[config.mk]
export PLATFORM = sky130hd
export DESIGN_NAME = ro_age_meter
export DESIGN_NICKNAME = d
export VERILOG_FILES = /design/src/rtl/ro_age_pkg.sv /design/src/rtl/ro_edge_sync.sv /design/src/rtl/ro_win_timer.sv /design/src/rtl/ro_edge_counter.sv /design/src/rtl/ro_age_meter.sv
export SDC_FILE = /design/constraint.sdc
export NUM_CORES = 1
export LEC_CHECK = 0
export ABC_AREA = 0
export BUFFER_PORTS_ARGS = -buffer_cell sky130_fd_sc_hd__clkbuf_2
export CELL_PAD_IN_SITES_DETAIL_PLACEMENT = 1
export CELL_PAD_IN_SITES_GLOBAL_PLACEMENT = 1
export CORE_ASPECT_RATIO = 2
export CORE_MARGIN = 3
export CORE_UTILIZATION = 44
export CTS_CLUSTER_SIZE = 40
export DETAILED_ROUTE_END_ITERATION = 8
export PLACE_DENSITY_LB_ADDON = 0.15
export SETUP_SLACK_MARGIN = 0.1
export SKIP_LAST_GASP = 1
export SYNTH_ARGS = -nofsm -noshare
export SYNTH_HDL_FRONTEND = slang
export SYNTH_SLANG_ARGS = --single-unit
[constraint.sdc]
create_clock -name clk_i -period 5.87 [get_ports clk_i]
set_clock_uncertainty 0.15 [all_clocks]
set_input_delay 0.2935 -clock clk_i [delete_from_list [all_inputs] [get_ports clk_i]]
set_output_delay 0.2935 -clock clk_i [all_outputs]
set_load 0.02 [all_outputs]
[src/rtl/ro_age_pkg.sv]
package ro_age_pkg;
  typedef enum logic [1:0] {
    ST_IDLE = 2'd0,
    ST_REF  = 2'd1,
    ST_STR  = 2'd2
  } meas_st_e;

  localparam int unsigned NUM_OSC = 2;
  localparam int unsigned OSC_REF = 0;
  localparam int unsigned OSC_STR = 1;
endpackage

[src/rtl/ro_edge_sync.sv]
module ro_edge_sync #(
  parameter int unsigned STAGES = 2
) (
  input  logic clk_i,
  input  logic rst_ni,
  input  logic osc_i,
  output logic rise_o
);
  logic [STAGES-1:0] sync_q;
  logic              last_q;

  always_ff @(posedge clk_i or negedge rst_ni) begin
    if (!rst_ni) begin
      sync_q <= '0;
      last_q <= 1'b0;
    end else begin
      sync_q <= {sync_q[STAGES-2:0], osc_i};
      last_q <= sync_q[STAGES-1];
    end
  end

  assign rise_o = sync_q[STAGES-1] & ~last_q;
endmodule

[src/rtl/ro_win_timer.sv]
module ro_win_timer #(
  parameter int unsigned WIN_CYC = 4096
) (
  input  logic clk_i,
  input  logic rst_ni,
  input  logic load_i,
  input  logic run_i,
  output logic last_o
);
  localparam int unsigned TW = $clog2(WIN_CYC + 1);
  localparam logic [TW-1:0] LOAD_VAL = TW'(WIN_CYC - 1);

  logic [TW-1:0] cnt_q;

  always_ff @(posedge clk_i or negedge rst_ni) begin
    if (!rst_ni)                      cnt_q <= '0;
    else if (load_i)                  cnt_q <= LOAD_VAL;
    else if (run_i && cnt_q != '0)    cnt_q <= cnt_q - 1'b1;
  end

  assign last_o = run_i && (cnt_q == '0);
endmodule

[src/rtl/ro_edge_counter.sv]
module ro_edge_counter #(
  parameter int unsigned CNT_W = 20
) (
  input  logic             clk_i,
  input  logic             rst_ni,
  input  logic             clr_i,
  input  logic             inc_i,
  output logic [CNT_W-1:0] next_o
);
  logic [CNT_W-1:0] cnt_q;

  assign next_o = cnt_q + CNT_W'(inc_i);

  always_ff @(posedge clk_i or negedge rst_ni) begin
    if (!rst_ni)    cnt_q <= '0;
    else if (clr_i) cnt_q <= '0;
    else            cnt_q <= next_o;
  end
endmodule

[src/rtl/ro_age_meter.sv]
module ro_age_meter
  import ro_age_pkg::*;
#(
  parameter int unsigned CNT_W    = 20,
  parameter int unsigned WIN_CYC  = 4096,
  parameter int unsigned SYNC_STG = 2
) (
  input  logic                    clk_i,
  input  logic                    rst_ni,
  input  logic                    start_i,
  input  logic                    ref_osc_i,
  input  logic                    str_osc_i,
  input  logic signed [CNT_W:0]   threshold_i,
  output logic                    ref_en_o,
  output logic                    busy_o,
  output logic                    done_o,
  output logic [CNT_W-1:0]        ref_cnt_o,
  output logic [CNT_W-1:0]        str_cnt_o,
  output logic signed [CNT_W:0]   diff_o,
  output logic                    aged_o
);
  localparam int unsigned DIFF_W = CNT_W + 1;

  meas_st_e             state_q;
  logic [NUM_OSC-1:0]   osc_vec;
  logic [NUM_OSC-1:0]   rise;
  logic                 sel_rise;
  logic                 counting;
  logic                 start_ok;
  logic                 win_last;
  logic                 win_load;
  logic [CNT_W-1:0]     cnt_next;
  logic signed [DIFF_W-1:0] diff_next;

  logic [CNT_W-1:0]         ref_q, str_q;
  logic signed [DIFF_W-1:0] diff_q;
  logic                     aged_q, done_q;

  assign osc_vec[OSC_REF] = ref_osc_i;
  assign osc_vec[OSC_STR] = str_osc_i;

  for (genvar g = 0; g < NUM_OSC; g++) begin : g_sync
    ro_edge_sync #(.STAGES(SYNC_STG)) i_sync (
      .clk_i (clk_i),
      .rst_ni(rst_ni),
      .osc_i (osc_vec[g]),
      .rise_o(rise[g])
    );
  end

  // shared counter input multiplexer
  assign sel_rise = (state_q == ST_REF) ? rise[OSC_REF] : rise[OSC_STR];
  assign counting = (state_q != ST_IDLE);
  assign start_ok = start_i && (state_q == ST_IDLE);
  assign win_load = start_ok || ((state_q == ST_REF) && win_last);

  ro_win_timer #(.WIN_CYC(WIN_CYC)) i_timer (
    .clk_i (clk_i),
    .rst_ni(rst_ni),
    .load_i(win_load),
    .run_i (counting),
    .last_o(win_last)
  );

  ro_edge_counter #(.CNT_W(CNT_W)) i_cnt (
    .clk_i (clk_i),
    .rst_ni(rst_ni),
    .clr_i (win_load),
    .inc_i (counting && sel_rise),
    .next_o(cnt_next)
  );

  assign diff_next = $signed({1'b0, ref_q}) - $signed({1'b0, cnt_next});

  always_ff @(posedge clk_i or negedge rst_ni) begin
    if (!rst_ni) begin
      state_q <= ST_IDLE;
      ref_q   <= '0;
      str_q   <= '0;
      diff_q  <= '0;
      aged_q  <= 1'b0;
      done_q  <= 1'b0;
    end else begin
      done_q <= 1'b0;
      unique case (state_q)
        ST_IDLE: if (start_i) state_q <= ST_REF;
        ST_REF: if (win_last) begin
          ref_q   <= cnt_next;
          state_q <= ST_STR;
        end
        ST_STR: if (win_last) begin
          str_q   <= cnt_next;
          diff_q  <= diff_next;
          aged_q  <= (diff_next >= threshold_i);
          done_q  <= 1'b1;
          state_q <= ST_IDLE;
        end
        default: state_q <= ST_IDLE;
      endcase
    end
  end

  assign ref_en_o  = (state_q == ST_REF);
  assign busy_o    = counting;
  assign done_o    = done_q;
  assign ref_cnt_o = ref_q;
  assign str_cnt_o = str_q;
  assign diff_o    = diff_q;
  assign aged_o    = aged_q;
endmodule

[Yosys cells after proc, flatten, opt, wreduce, memory -nomap -nowiden]
Cells that the tools add are included.
Word-level totals
  output and inout port bits: 65
  logic and storage cells: 49
  bits in writable memories: 0
  latch bits: 0
  memories: 0
  input port bits: 26
  bits in read-only memories: 0
  flip-flop bits (word level): 104
Operators by class
  $add $sub $neg: 3
  eq/ne operators: 5
  shifts and indexed selects: 0
  divide/modulo/power cells: 0
  $mul: 0
  order comparisons: 1
  reduce and logical (&&, ||, !) cells: 14
  bitwise logic cells: 4
  mux-type cells: 10
Operators by type and width (number)
  13-bit two-way mux: 2
  21-bit >= comparator: 1
  20-bit by 20-bit subtractor with 21-bit output: 1
  20-bit by 1-bit adder with 20-bit output: 1
  20-bit two-way mux: 1
  13-bit zero test: 1
  13-bit nonzero test: 1
  13-bit by 1-bit subtractor with 13-bit output (second input constant): 1
  2-bit two-way mux: 3
  2-bit one-hot mux with 3 select lines: 1
  1-bit logical AND: 5
  2-bit inequality test (second input constant): 2
  2-bit AND reduction: 2
  2-bit nonzero test: 2
  1-bit two-way mux: 3
  3-bit AND reduction: 1
  1-bit bitwise AND: 2
  2-bit by 1-bit equality test with 1-bit output (second input constant): 1
  2-bit equality test (second input constant): 1
  2-bit zero test: 1
  2-bit by 1-bit inequality test with 1-bit output (second input constant): 1
  1-bit inverter: 2
  1-bit logical OR: 1

[Longest topological paths before layout]
Gate-level depths: netlist of the first run.
  word-level depth: 7
  mapped depth: 24
  depth with buffers taken out: 22

[Modules after synthesis]
Synthesis of the first run repeated with hierarchy kept, for this count alone.
Unflattened totals
  cells, all modules: 656
  area total of the unflattened synthesis: 6102.1 um2
By module, submodules not included
  ro_age_meter: area an instance 4048.9 um2, cells an instance 468, instances 1, sequential area each 1626.6 um2
  ro_edge_counter: area an instance 1109.8 um2, cells an instance 104, instances 1, sequential area each 500.5 um2
  ro_win_timer: area an instance 765.7 um2, cells an instance 76, instances 1, sequential area each 325.3 um2
  ro_edge_sync: area an instance 88.8 um2, cells an instance 4, instances 2, sequential area each 75.1 um2

[Least setup slack after synthesis of the first run]
Ideal clock, no wire load.
  kind: reg2reg
  start point: register state_q[1]
  end point: register aged_q (netlist: aged_o)
  period minus slack after synthesis: 4742 ps
  buffers on the path: 2
  cell stages (with the launch flop): 25
  slack: 1128 ps
  data arrival time: 4510 ps
  path through: dfrtp_1 nand2b_1 o21ai_0 ha_1 buf_4 and4_1 buf_4 nand2_1 nor2_1 xnor2_1 ha_1 a21o_1 nor2_1 nand2_1 a311oi_1 o221ai_1 a311o_1 a21oi_1 nand2_1 xor2_1 ha_1 nand4_1 nor4_1 nand4_1 a31oi_1
On the way
  longest elaborated chain between the ends: 6
  elaborated cells between the ends (all ways): 10
  those cells by class: add/sub: 2; order compare: 1; eq/ne: 2; mux: 1; reduce/logical: 4
Ends and longest elaborated chain
  start, declared: RTL line ro_age_meter.sv:24  | meas_st_e state_q;
  start signal, assigned: RTL line ro_age_meter.sv:77  | state_q <= ST_IDLE;
  start signal, assigned: RTL line ro_age_meter.sv:86  | ST_IDLE: if (start_i) state_q <= ST_REF;
  start signal, assigned: RTL line ro_age_meter.sv:89  | state_q <= ST_STR;
  2-bit by 1-bit equality test with 1-bit output: RTL line ro_age_meter.sv:52  | assign sel_rise = (state_q == ST_REF) ? rise[OSC_REF] : rise[OSC_STR];
  1-bit two-way mux: RTL line ro_age_meter.sv:52
  1-bit logical AND *: RTL line ro_age_meter.sv:69  | .inc_i (counting && sel_rise),
  20-bit by 1-bit adder with 20-bit output *: RTL line ro_edge_counter.sv:12  | assign next_o = cnt_q + CNT_W'(inc_i);
  20-bit by 20-bit subtractor with 21-bit output *: RTL line ro_age_meter.sv:73  | assign diff_next = $signed({1'b0, ref_q}) - $signed({1'b0, cnt_next});
  via diff_next[19]: RTL line ro_age_meter.sv:33  | logic signed [DIFF_W-1:0] diff_next;
  21-bit >= comparator *: RTL line ro_age_meter.sv:94  | aged_q <= (diff_next >= threshold_i);
  end signal, assigned: RTL line ro_age_meter.sv:94
  end, declared: RTL line ro_age_meter.sv:37  | logic aged_q, done_q;
The timed path passes the listed nets; every way through them passes the cells marked *.
A chain may end at the register's enable or synchronous reset.

[Final worst setup path of the first run]
  start point: register state_q[1]
  end point: register aged_q (netlist: aged_o)
On the way
  longest elaborated chain between the ends: 6
  elaborated cells between the ends (all ways): 10
  those cells by class: add/sub: 2; order compare: 1; eq/ne: 2; mux: 1; reduce/logical: 4
Ends and longest elaborated chain
  2-bit by 1-bit equality test with 1-bit output: RTL line ro_age_meter.sv:52
  1-bit two-way mux: RTL line ro_age_meter.sv:52
  1-bit logical AND *: RTL line ro_age_meter.sv:69
  20-bit by 1-bit adder with 20-bit output *: RTL line ro_edge_counter.sv:12
  via cnt_next[0]: RTL line ro_age_meter.sv:32  | logic [CNT_W-1:0] cnt_next;
  20-bit by 20-bit subtractor with 21-bit output *: RTL line ro_age_meter.sv:73
  via diff_next[12]: RTL line ro_age_meter.sv:33
  21-bit >= comparator *: RTL line ro_age_meter.sv:94
Marked as above.

==> impl_metrics.csv, run 1 <==
group,metric,value,unit
power_and_ir_drop,power.static_leakage,3.52,nW
run,maxCapViolations,0,
yosys,synth_top_area_share,40.4,%
cells_and_area,n_antenna_cell,0,
yosys,async_flop_share,100,%
route,wl,20.9,mm
power_and_ir_drop,internal-power,1.27,mW
yosys,synth_cell_types,71,
floorplan,start_util,45.6,%
critical_path,max_stage_delay,450,ps
grt,use_met1,24.6,%
yosys,synth-edff-count,0,
outcome,status,"finished clean",
yosys,yosysTopAreaCell,"dfrtp_1",
critical_path,endpoint_kind,"flip-flop",
yosys,synth-main-ff-cell,"dfrtp_1",
cts,cts_tree,"built",
cells_and_area,finalNonFillerCells,1002,
cts,cts-root-buf,"clkbuf_16",
power_and_ir_drop,finalPower,1.95,mW
floorplan,dieArea,16200,um2
critical_path,crit_top_cell,"a21oi_1",
cells_and_area,syn2layout_area_growth,14.8,%
yosys,syn_area,6440,um2
yosys,synthSimpleGateAreaFrac,20.4,%
route,drc_errors,0,
critical_path,cp.arrival,5360,ps
power_and_ir_drop,p_sw,685,uW
critical_path,crit_slowest_cell,"a21boi_0",
yosys,synth-adder-area-share,8.06,%
placement,dp.cells,981,
timing,timing.final.crit_share,89.1,%
cts,htree_levels,3,
timing,rsz0062_at_grt,"false",
power_and_ir_drop,power_density,264,nW/um2
yosys,ys_warn_count,0,
yosys,yosysMostFrequentCell,"dfrtp_1",
yosys,ys_ff_latch,104,
power_and_ir_drop,power_frac_clock,31.2,%
timing,finalSetupViolations,0,
route,vias,5837,
placement,globalplace.congestion,0.895,
power_and_ir_drop,pwr-share-comb,28.8,%
critical_path,critPathLaunchType,"flip-flop",
timing,period_minus_slack,5230,ps
timing,hold_viol,0,
cts,clk_latency,350,ps
yosys,synthMuxAreaShare,0.680,%
grt,grt_pass1_wl,32.8,mm
route,first_pass_iters,4,
cts,cts_sinks,104,
yosys,ys_seq_area_share,40.4,%
floorplan,num_rows,61,
cells_and_area,nNetsFinal,869,
route,wl_per_cell,20.8,um
timing,tightest_slew,1040,ps
cells_and_area,drive_gt1_share,18.1,%
route,drtAntennaViolNets,0,
cts,clkTransAtPathRegs,80,ps
placement,port_buffers,90,
yosys,netlist_instances,730,
cts,cts_max_path_buffers,2,
yosys,synth_area_per_cell,8.82,um2
yosys,syn_nets,791,
critical_path,crit_required,6000,ps
placement,placed_area,7040,um2
timing,slew_headroom,30.5,%
floorplan,die_w,91.5,um
power_and_ir_drop,seqPwrFrac,40.0,%
yosys,synth_top_family_by_area,"simple AND/OR/NAND/NOR gates",
power_and_ir_drop,ir_drop,0.000200,V
placement,dpl.hpwl,16.1,mm
grt,grt_usage,26.0,%
cells_and_area,final_area,7390,um2
route,vias_per_cell,5.83,
grt,grt_max_degree,65,
grt,busiest_layer,"met2",
critical_path,path_cells,"nand2b_2 > o21ai_2 > ha_2 > ha_1 > inv_1 > fa_1 > nor2b_1 > o22ai_1 > a21oi_1 > a211oi_1 > or2_2 > a21oi_1 > o21ai_0 > a21boi_0 > nor2_1 > ha_1 > nand4_1 > a21o_1 > a21oi_1 > o221ai_1 > a31oi_1",
grt,grt_use_met3,2.85,%
critical_path,startpoint,"state_q[1]$_DFFE_PN0P_",
worst_hold_path,hold_class,"in2reg",
grt,grt_pass1_vias,6285,
critical_path,crit_type,"reg2reg",
power_and_ir_drop,switching_share,35.1,%
floorplan,core,14100,um2
timing,fmax,191,MHz
yosys,synth-xor-area-share,7.70,%
yosys,yosys-top-cells-count,"dfrtp_1, nand2_1, nor2_1",
floorplan,die_y,177,um
timing,finalSetupTns,0,ps
cts,cts_buffers,9,
yosys,synthTopCellsByArea,"dfrtp_1, ha_1, nand2_1",
floorplan,top_level_ports,91,
worst_hold_path,min_from,"start_i",
grt,use_met2,51.4,%
critical_path,cp_max_fo,5,
grt,antenna_found_initial,0,
grt,grt-ovfl-total,0,
timing,final-max-slew-violation-count,0,
route,drt_iter0_markers,149,
critical_path,reg2reg_from,"state_q[1]$_DFFE_PN0P_",
yosys,synth-compound-area-share,17.6,%
area by class of cell:
cell class | instances | area (um2)
fill | 1713 | 6730
multi-input combinational | 547 | 3540
sequential | 104 | 2600
timing repair buffer | 105 | 573
tap | 189 | 236
clock buffer | 9 | 225
inverter | 41 | 154
clock inverter | 7 | 63.8
path summary, 6_finish.rpt:
kind,end,slack (ps),cells past startpoint
hold reg to reg,g_sync[1].i_sync.sync_q[1]$_DFF_PN0_,210,0
setup reg to reg,aged_o$_DFFE_PN0P_,640,21
max in group asynchronous,ref_cnt_o[7]$_DFFE_PN0P_,4010,3
min in group asynchronous,diff_o[13]$_DFFE_PN0P_,330,2
setup / recovery,aged_o$_DFFE_PN0P_,640,21
hold / removal,state_q[0]$_DFFE_PN0P_,110,3
power by group through the flow:
stage                     Clock (mW)  Sequential [mW]  Combinational (mW)
after floorplan                    0            0.762               0.405
after global placement             0            0.790               0.518
after detailed placement           0            0.792               0.551
after CTS                      0.616            0.779               0.562
after global routing           0.644            0.786               0.620
final                          0.609            0.780               0.561
cells in the final DEF, fill, tap and decap left out, types with 7 or more instances in the layout:
cell type,n
a21o_1,11
and3_1,11
a21oi_1,44
dfrtp_1,104
nor4_1,7
o21a_1,9
ha_1,33
nand2_1,84
o21ai_0,45
xor2_1,17
clkbuf_16,9
xnor2_1,31
clkbuf_2,89
a31oi_1,10
nand3_1,22
nor2_1,74
nand4_1,14
inv_1,41
nor3_1,11
buf_4,13
flip-flops by register name (all words and copies together), names as in the netlist:
register / count
aged_o: 1
i_timer.cnt_q: 13
str_cnt_o: 20
done_o: 1
state_q: 2
i_cnt.cnt_q: 20
ref_cnt_o: 20
diff_o: 21
g_sync.i_sync.sync_q: 4
g_sync.i_sync.last_q: 2
critical path: cells and delay by family (launching register included):
kind,cells,cell delay (ps)
compound gates,11,2170
buf+inv,1,120
flops,1,430
fa+ha+maj,4,1200
simple gates,5,1100
metal layers:
| metal | share of wire [%] | vias to the layer above |
|---|---|---|
| met5 | 0 | - |
| met4 | 6.7 | 0 |
| met3 | 2.2 | 68 |
| met2 | 57 | 128 |
| met1 | 34 | 2923 |
| li1 | - | 2718 |
per-stage QoR:
stage	util (%)	hold WS, ps	worst slack, ps
6_report	52.4	111	638
5_1_grt	52.4	143	147
4_1_cts	52.1	108	152
3_5_place_dp	49.8	189	231
3_3_place_gp	49.8	179	501
2_1_floorplan	-	-152	1130
repair_timing:
item | in CTS | in global routing
endpoints found under the hold margin | 47 | 0
setup endpoints to repair | 0 | 1
setup buffers | 0 | 2
hold buffers | 3 | 0
resized for setup | 0 | 7
kinds of logic (layout without fill, tap and decap cells):
| kind of cell | after synthesis | after routing |
|---|---|---|
| AO/OA/AOI/OAI | 177 | 177 |
| XOR/XNOR | 52 | 52 |
| adder cells (fa/ha/maj) | 42 | 42 |
| buffers and inverters | 79 | 162 |
| flip-flops | 104 | 104 |
| multiplexers | 4 | 4 |
| AND/OR/NAND/NOR | 272 | 272 |
(Power assumes the default switching activity.)
==> run 2: changes to the inputs <==
--- a/config.mk
+++ b/config.mk
@@ -5,13 +5,13 @@
 export SDC_FILE = /design/constraint.sdc
 export NUM_CORES = 1
 export LEC_CHECK = 0
-export ABC_AREA = 0
+export ABC_AREA = 1
 export BUFFER_PORTS_ARGS = -buffer_cell sky130_fd_sc_hd__clkbuf_2
 export CELL_PAD_IN_SITES_DETAIL_PLACEMENT = 1
 export CELL_PAD_IN_SITES_GLOBAL_PLACEMENT = 1
 export CORE_ASPECT_RATIO = 2
 export CORE_MARGIN = 3
-export CORE_UTILIZATION = 44
+export CORE_UTILIZATION = 42
 export CTS_CLUSTER_SIZE = 40
 export DETAILED_ROUTE_END_ITERATION = 8
 export PLACE_DENSITY_LB_ADDON = 0.15
==> run 2 against run 1 <==
  * Sequential share of layout area grew 0.70 points
  * Clock power grew 5.4%
  * Flip-flop and latch count is the same
  * Wire length shrank 10%
  * Synthesized cell count grew 12%
  * First-iteration DRC count shrank 25%
  * Non-clock buffer count shrank 9
  * Utilization shrank 2.1 points
==> impl_metrics.csv, run 2 <==
group,metric,value,unit
power_and_ir_drop,seqPwrFrac,39.4,%
critical_path,crit_top_cell,"inv_1",
grt,grt_usage,23.9,%
power_and_ir_drop,p_sw,657,uW
yosys,synthSimpleGateAreaFrac,30.8,%
route,wl_met2,10.7,mm
worst_hold_path,hold_depth,3,
route,vias,5720,
critical_path,cp.arrival,5250,ps
placement,dp_slack,493,ps
grt,antenna_found_initial,0,
yosys,synth-adder-area-share,7.15,%
grt,grt_pass1_vias,6254,
timing,fmax,194,MHz
yosys,synth-edff-count,0,
yosys,ys_warn_count,0,
timing,timing.final.crit_share,87.8,%
worst_hold_path,min_from,"start_i",
timing,rsz0062_at_grt,"false",
cts,clkTransAtPathRegs,70,ps
yosys,synth_area_per_cell,7.59,um2
route,drtAntennaViolNets,0,
cells_and_area,layout.cells.most_common,"nand2_1",
timing,fin_ws,714,ps
floorplan,start_util,43.2,%
cells_and_area,n_antenna_cell,0,
grt,grt-ovfl-total,0,
yosys,syn_area,6230,um2
route,vias_per_cell,5.15,
floorplan,num_rows,62,
cts,cts_sinks,104,
yosys,yosysTopAreaCell,"dfrtp_1",
route,drt_iter0_markers,112,
floorplan,core,14400,um2
timing,period_minus_slack,5160,ps
cells_and_area,final_core_util,50.2,%
critical_path,critPathLaunchType,"flip-flop",
yosys,synth-xor-area-share,2.81,%
route,met3WireLength,360,um
grt,grt_pass1_wl,30.5,mm
timing,finalSetupViolations,0,
yosys,syn_nets,881,
floorplan,die_y,178,um
cells_and_area,syn2layout_area_growth,16.4,%
critical_path,crit_required,5960,ps
route,wl,18.7,mm
cells_and_area,nNetsFinal,974,
critical_path,crit_slowest_cell,"dfrtp_1",
cells_and_area,final_area,7250,um2
power_and_ir_drop,ir_drop,0.000158,V
grt,grt_max_degree,78,
cts,clk_latency,350,ps
timing,finalSetupTns,0,ps
cts,cts_buffers,9,
power_and_ir_drop,power_density,268,nW/um2
yosys,synthTopCellsByArea,"dfrtp_1, nand2_1, ha_1",
placement,port_buffers,90,
yosys,async_flop_share,100,%
cts,htree_levels,3,
worst_hold_path,worst_hold_path.endpoint,"state_q[0]$_DFFE_PN0P_",
cts,cts-root-buf,"clkbuf_16",
route,dr.max_layer_used,"met4",
timing,slew_headroom,35.4,%
cts,cts_max_path_buffers,2,
yosys,netlist_instances,820,
floorplan,dieArea,16400,um2
placement,dpl.hpwl,15.1,mm
critical_path,endpoint_kind,"flip-flop",
worst_hold_path,hold_class,"in2reg",
placement,globalplace.congestion,0.824,
power_and_ir_drop,switching_share,33.8,%
floorplan,die_w,92.1,um
timing,holdWs,92.7,ps
power_and_ir_drop,internal-power,1.29,mW
floorplan,top_level_ports,91,
route,wl_per_cell,16.8,um
critical_path,r2r_end,"aged_o$_DFFE_PN0P_",
yosys,synth_top_family_by_area,"simple AND/OR/NAND/NOR gates",
yosys,synthMuxAreaShare,0,%
critical_path,cp_max_fo,5,
power_and_ir_drop,power_frac_clock,33.1,%
cells_and_area,final_cell_mix,"nand2_1, inv_1, dfrtp_1, clkbuf_2, nor2_1",
critical_path,crit_type,"reg2reg",
power_and_ir_drop,power.static_leakage,3.87,nW
cells_and_area,largest_register_ff_count,21,
route,drc_errors,0,
yosys,yosysMostFrequentCell,"nand2_1",
route,first_pass_iters,4,
run,maxCapViolations,0,
timing,hold_viol,0,
yosys,ys_ff_latch,104,
cells_and_area,fillers,1886,
cts,cts_tree,"built",
critical_path,reg2reg_from,"state_q[1]$_DFFE_PN0P_",
yosys,synth_cell_types,39,
yosys,ys_seq_area_share,41.8,%
cts,post_cts.repair.setup_buffers,0,
yosys,synth_top_area_share,41.8,%
timing,final-max-slew-violation-count,0,
timing,tightest_slew,969,ps
yosys,yosys-top-cells-count,"nand2_1, inv_1, dfrtp_1",
critical_path,critical-path-top-delay-family,"simple AND/OR/NAND/NOR gates",
critical_path,cp.buffers_inverters,5,
cells_and_area,drive_gt1_share,19.0,%
placement,placed_area,6890,um2
yosys,synth-main-ff-cell,"dfrtp_1",
power_and_ir_drop,pwr-share-comb,27.5,%
critical_path,rr_worst_depth,29,
critical_path,r2r_slack,710,ps
critical_path,max_stage_delay,420,ps
yosys,synth-compound-area-share,9.68,%
route,wl_met1,6.93,mm
outcome,status,"finished clean",
==> run 2: stage by stage <==
step,power (mW),cells
final,1.94,1110
after global routing,2.06,1110
after CTS,1.97,1110
after detailed placement,1.32,1091
after global placement,1.29,1091
after floorplan,1.12,820
==> run 2: power by group through the flow <==
stage | Clock (mW) | Sequential (mW) | Combinational (mW)
2_1_floorplan | 0 | 0.772 | 0.345
3_3_place_gp | 0 | 0.778 | 0.511
3_5_place_dp | 0 | 0.780 | 0.537
4_1_cts | 0.660 | 0.766 | 0.542
5_1_grt | 0.687 | 0.769 | 0.607
6_report | 0.642 | 0.765 | 0.535
==> run 2: what timing repair did <==
| item | 4_1_cts | 5_1_grt |
|---|---|---|
| setup endpoints to repair | 0 | 1 |
| resized for setup | 0 | 3 |
| hold endpoints to repair | 29 | 0 |
| hold buffers | 3 | 0 |
==> run 2: how the worst max path moves through the flow <==
stage	to	slack, ps	start	cells past startpoint
final	aged_o$_DFFE_PN0P_	710	state_q[1]$_DFFE_PN0P_	29
after global routing	aged_o$_DFFE_PN0P_	180	state_q[1]$_DFFE_PN0P_	27
after CTS	aged_o$_DFFE_PN0P_	450	state_q[1]$_DFFE_PN0P_	29
after detailed placement	aged_o$_DFFE_PN0P_	490	state_q[1]$_DFFE_PN0P_	29
after global placement	aged_o$_DFFE_PN0P_	830	state_q[1]$_DFFE_PN0P_	29
after floorplan	aged_o$_DFFE_PN0P_	1140	state_q[1]$_DFFE_PN0P_	29
==> run 2: kinds of logic (layout without fill, tap and decap cells) <==
family,count (synthesis),count (layout)
AO/OA/AOI/OAI,111,111
XOR/XNOR,20,20
adder cells (fa/ha/maj),35,35
buffers and inverters,127,225
flip-flops,104,104
AND/OR/NAND/NOR,423,423
==> run 2: worst reg2reg max path, delay by kind of cell (launching register included) <==
family          cells  cell delay, ps
compound gates      4             830
buf+inv             5             380
xor+xnor            1             180
flops               1             420
simple gates       16            2240
fa+ha+maj           3             870
==> run 2: cell type report <==
type                       count  area [um2]  area share [%]
tap                          192         240            3.31
timing repair buffer          96         505            6.97
clock buffer                  12         267            3.68
inverter                     113         424            5.85
clock inverter                 4        51.3           0.708
multi-input combinational    589        3160            43.6
sequential                   104        2600            35.9
==> run 2: per-layer routing <==
layer  GRT usage, %  vias to the layer above
met1           24.1                     2807
li1               -                     2796
met3           2.53                       31
met4           10.6                        0
met5              0                        -
met2           47.9                       86
==> run 3: changes to the inputs <==
--- a/config.mk
+++ b/config.mk
@@ -11,7 +11,8 @@
 export CELL_PAD_IN_SITES_GLOBAL_PLACEMENT = 1
 export CORE_ASPECT_RATIO = 2
 export CORE_MARGIN = 3
-export CORE_UTILIZATION = 42
+export CORE_UTILIZATION = 44
+export CTS_BUF_LIST = sky130_fd_sc_hd__clkbuf_8
 export CTS_CLUSTER_SIZE = 40
 export DETAILED_ROUTE_END_ITERATION = 8
 export PLACE_DENSITY_LB_ADDON = 0.15
==> run 3 against run 2 <==
  * Clock power decreased by 24%
  * Critical path type unchanged
  * Critical path depth unchanged
  * Cell count decreased by 0.54%
  * Setup slack got worse by 140 ps
  * Largest power group unchanged
  * Flip-flop and latch count unchanged
==> impl_metrics.csv, run 3 (synthesis gave the netlist of run 2 again) <==
group,metric,value,unit
outcome,status,"finished clean",
run,maxCapViolations,0,
placement,dp_slack,432,ps
critical_path,cp.arrival,5420,ps
floorplan,top_level_ports,91,
worst_hold_path,hold_class,"in2reg",
critical_path,crit_required,6000,ps
timing,fmax,189,MHz
critical_path,crit_top_cell,"inv_1",
route,wl,18.7,mm
floorplan,num_rows,60,
grt,grt_usage,24.6,%
grt,grt-ovfl-total,0,
grt,grt_pass1_wl,31.0,mm
cells_and_area,finalNonFillerCells,1104,
timing,final-max-slew-violation-count,0,
critical_path,crit_type,"reg2reg",
cells_and_area,nNetsFinal,974,
cts,htree_levels,3,
cts,cts_buffers,9,
critical_path,max_stage_delay,390,ps
placement,dpl.hpwl,15.0,mm
cells_and_area,drive_gt1_share,18.7,%
cells_and_area,n_antenna_cell,0,
cells_and_area,layout.cells.most_common,"nand2_1",
cts,cts_tree,"built",
critical_path,critPathLaunchType,"flip-flop",
route,drtAntennaViolNets,0,
timing,hold_viol,0,
cells_and_area,syn2layout_area_growth,14.6,%
cts,clkTransAtPathRegs,110,ps
cts,cts_max_path_buffers,2,
floorplan,die_y,174,um
cts,cts_sinks,104,
power_and_ir_drop,power.static_leakage,3.83,nW
timing,finalSetupViolations,0,
floorplan,die_w,90.1,um
route,vias_per_cell,5.15,
floorplan,start_util,45.6,%
timing,timing.final.crit_share,90.2,%
timing,tightest_slew,911,ps
grt,grt_max_degree,73,
floorplan,dieArea,15700,um2
cells_and_area,final_core_util,52.2,%
route,vias,5685,
timing,slew_headroom,39.3,%
cts,clk_latency,390,ps
timing,holdWs,62.7,ps
cells_and_area,final_cell_mix,"nand2_1, inv_1, dfrtp_1, clkbuf_2, nor2_1",
floorplan,core,13700,um2
route,first_pass_iters,4,
route,drt_iter0_markers,163,
cts,cts-root-buf,"clkbuf_8",
cells_and_area,largest_register_ff_count,21,
placement,globalplace.congestion,0.843,
critical_path,endpoint_kind,"flip-flop",
placement,dp.cells,1085,
power_and_ir_drop,ir_drop,0.000163,V
cts,post_cts.repair.setup_buffers,0,
grt,grt_pass1_vias,6348,
timing,finalSetupTns,0,ps
route,wl_per_cell,16.9,um
grt,antenna_found_initial,0,
critical_path,cp_max_fo,4,
timing,period_minus_slack,5290,ps
placement,port_buffers,90,
critical_path,crit_slowest_cell,"dfrtp_1",
timing,fin_ws,578,ps
timing,rsz0062_at_grt,"false",
route,drc_errors,0,
power_and_ir_drop,power_density,252,nW/um2
[run 3: changes by cell type in the layout (fill, tap and decap cells not counted), sizes merged]
cell,previous run,this run
clkbuf,101,98
clkinvlp,1,0
inv,112,115
clkinv,3,4
[run 3: report_power, final]
| group | leakage (nW) | switching (mW) | internal [mW] |
|---|---|---|---|
| registers | 1.38 | 0.0334 | 0.737 |
| logic | 2.34 | 0.357 | 0.181 |
| clock network | 0.111 | 0.283 | 0.207 |
[run 3: final timing paths]
check | from | end | slack, ps | cells after the start
hold / removal | start_i | state_q[0]$_DFFE_PN0P_ | 60 | 3
max in group asynchronous | rst_ni | g_sync[0].i_sync.last_q$_DFF_PN0_ | 4040 | 3
setup / recovery | state_q[0]$_DFFE_PN0P_ | aged_o$_DFFE_PN0P_ | 580 | 29
hold reg to reg | g_sync[0].i_sync.sync_q[0]$_DFF_PN0_ | g_sync[0].i_sync.sync_q[1]$_DFF_PN0_ | 210 | 0
min in group asynchronous | rst_ni | str_cnt_o[16]$_DFFE_PN0P_ | 240 | 2
setup reg to reg | state_q[0]$_DFFE_PN0P_ | aged_o$_DFFE_PN0P_ | 580 | 29
[run 3: timing repair]
item                                    in CTS  in global routing
hold buffers                                 3                  0
resized for setup                            0                  2
hold endpoints to repair                    34                  0
endpoints found under the setup margin       0                  1
[run 3: cell type report]
cell class | count | area [um2]
multi-input combinational | 589 | 3160
inverter | 113 | 424
timing repair buffer | 96 | 505
clock buffer | 9 | 124
sequential | 104 | 2600
clock inverter | 7 | 92.6
tap | 186 | 233
fill | 1803 | 6530
[run 3: per-layer routing]
layer	part of all wire (%)	GRT usage [%]	routed length, um
met1	38	25.5	7000
met2	56	48.5	10400
met3	2.5	2.64	457
met4	4.1	10.8	762
met5	0	0	0
[run 3: worst max-delay path: cells and delay by family, from the launching register on]
family,cells,cell delay (ps)
simple gates,16,2500
fa+ha+maj,3,930
compound gates,3,530
buf+inv,6,450
flops,1,390
xor+xnor,1,220
[run 3: metrics by stage]
stage	instance area (um2)	power (mW)
finish	7140	1.80
global route	7140	1.92
CTS	7120	1.81
detailed placement	6880	1.32
global placement	6880	1.29
floorplan	6230	1.12
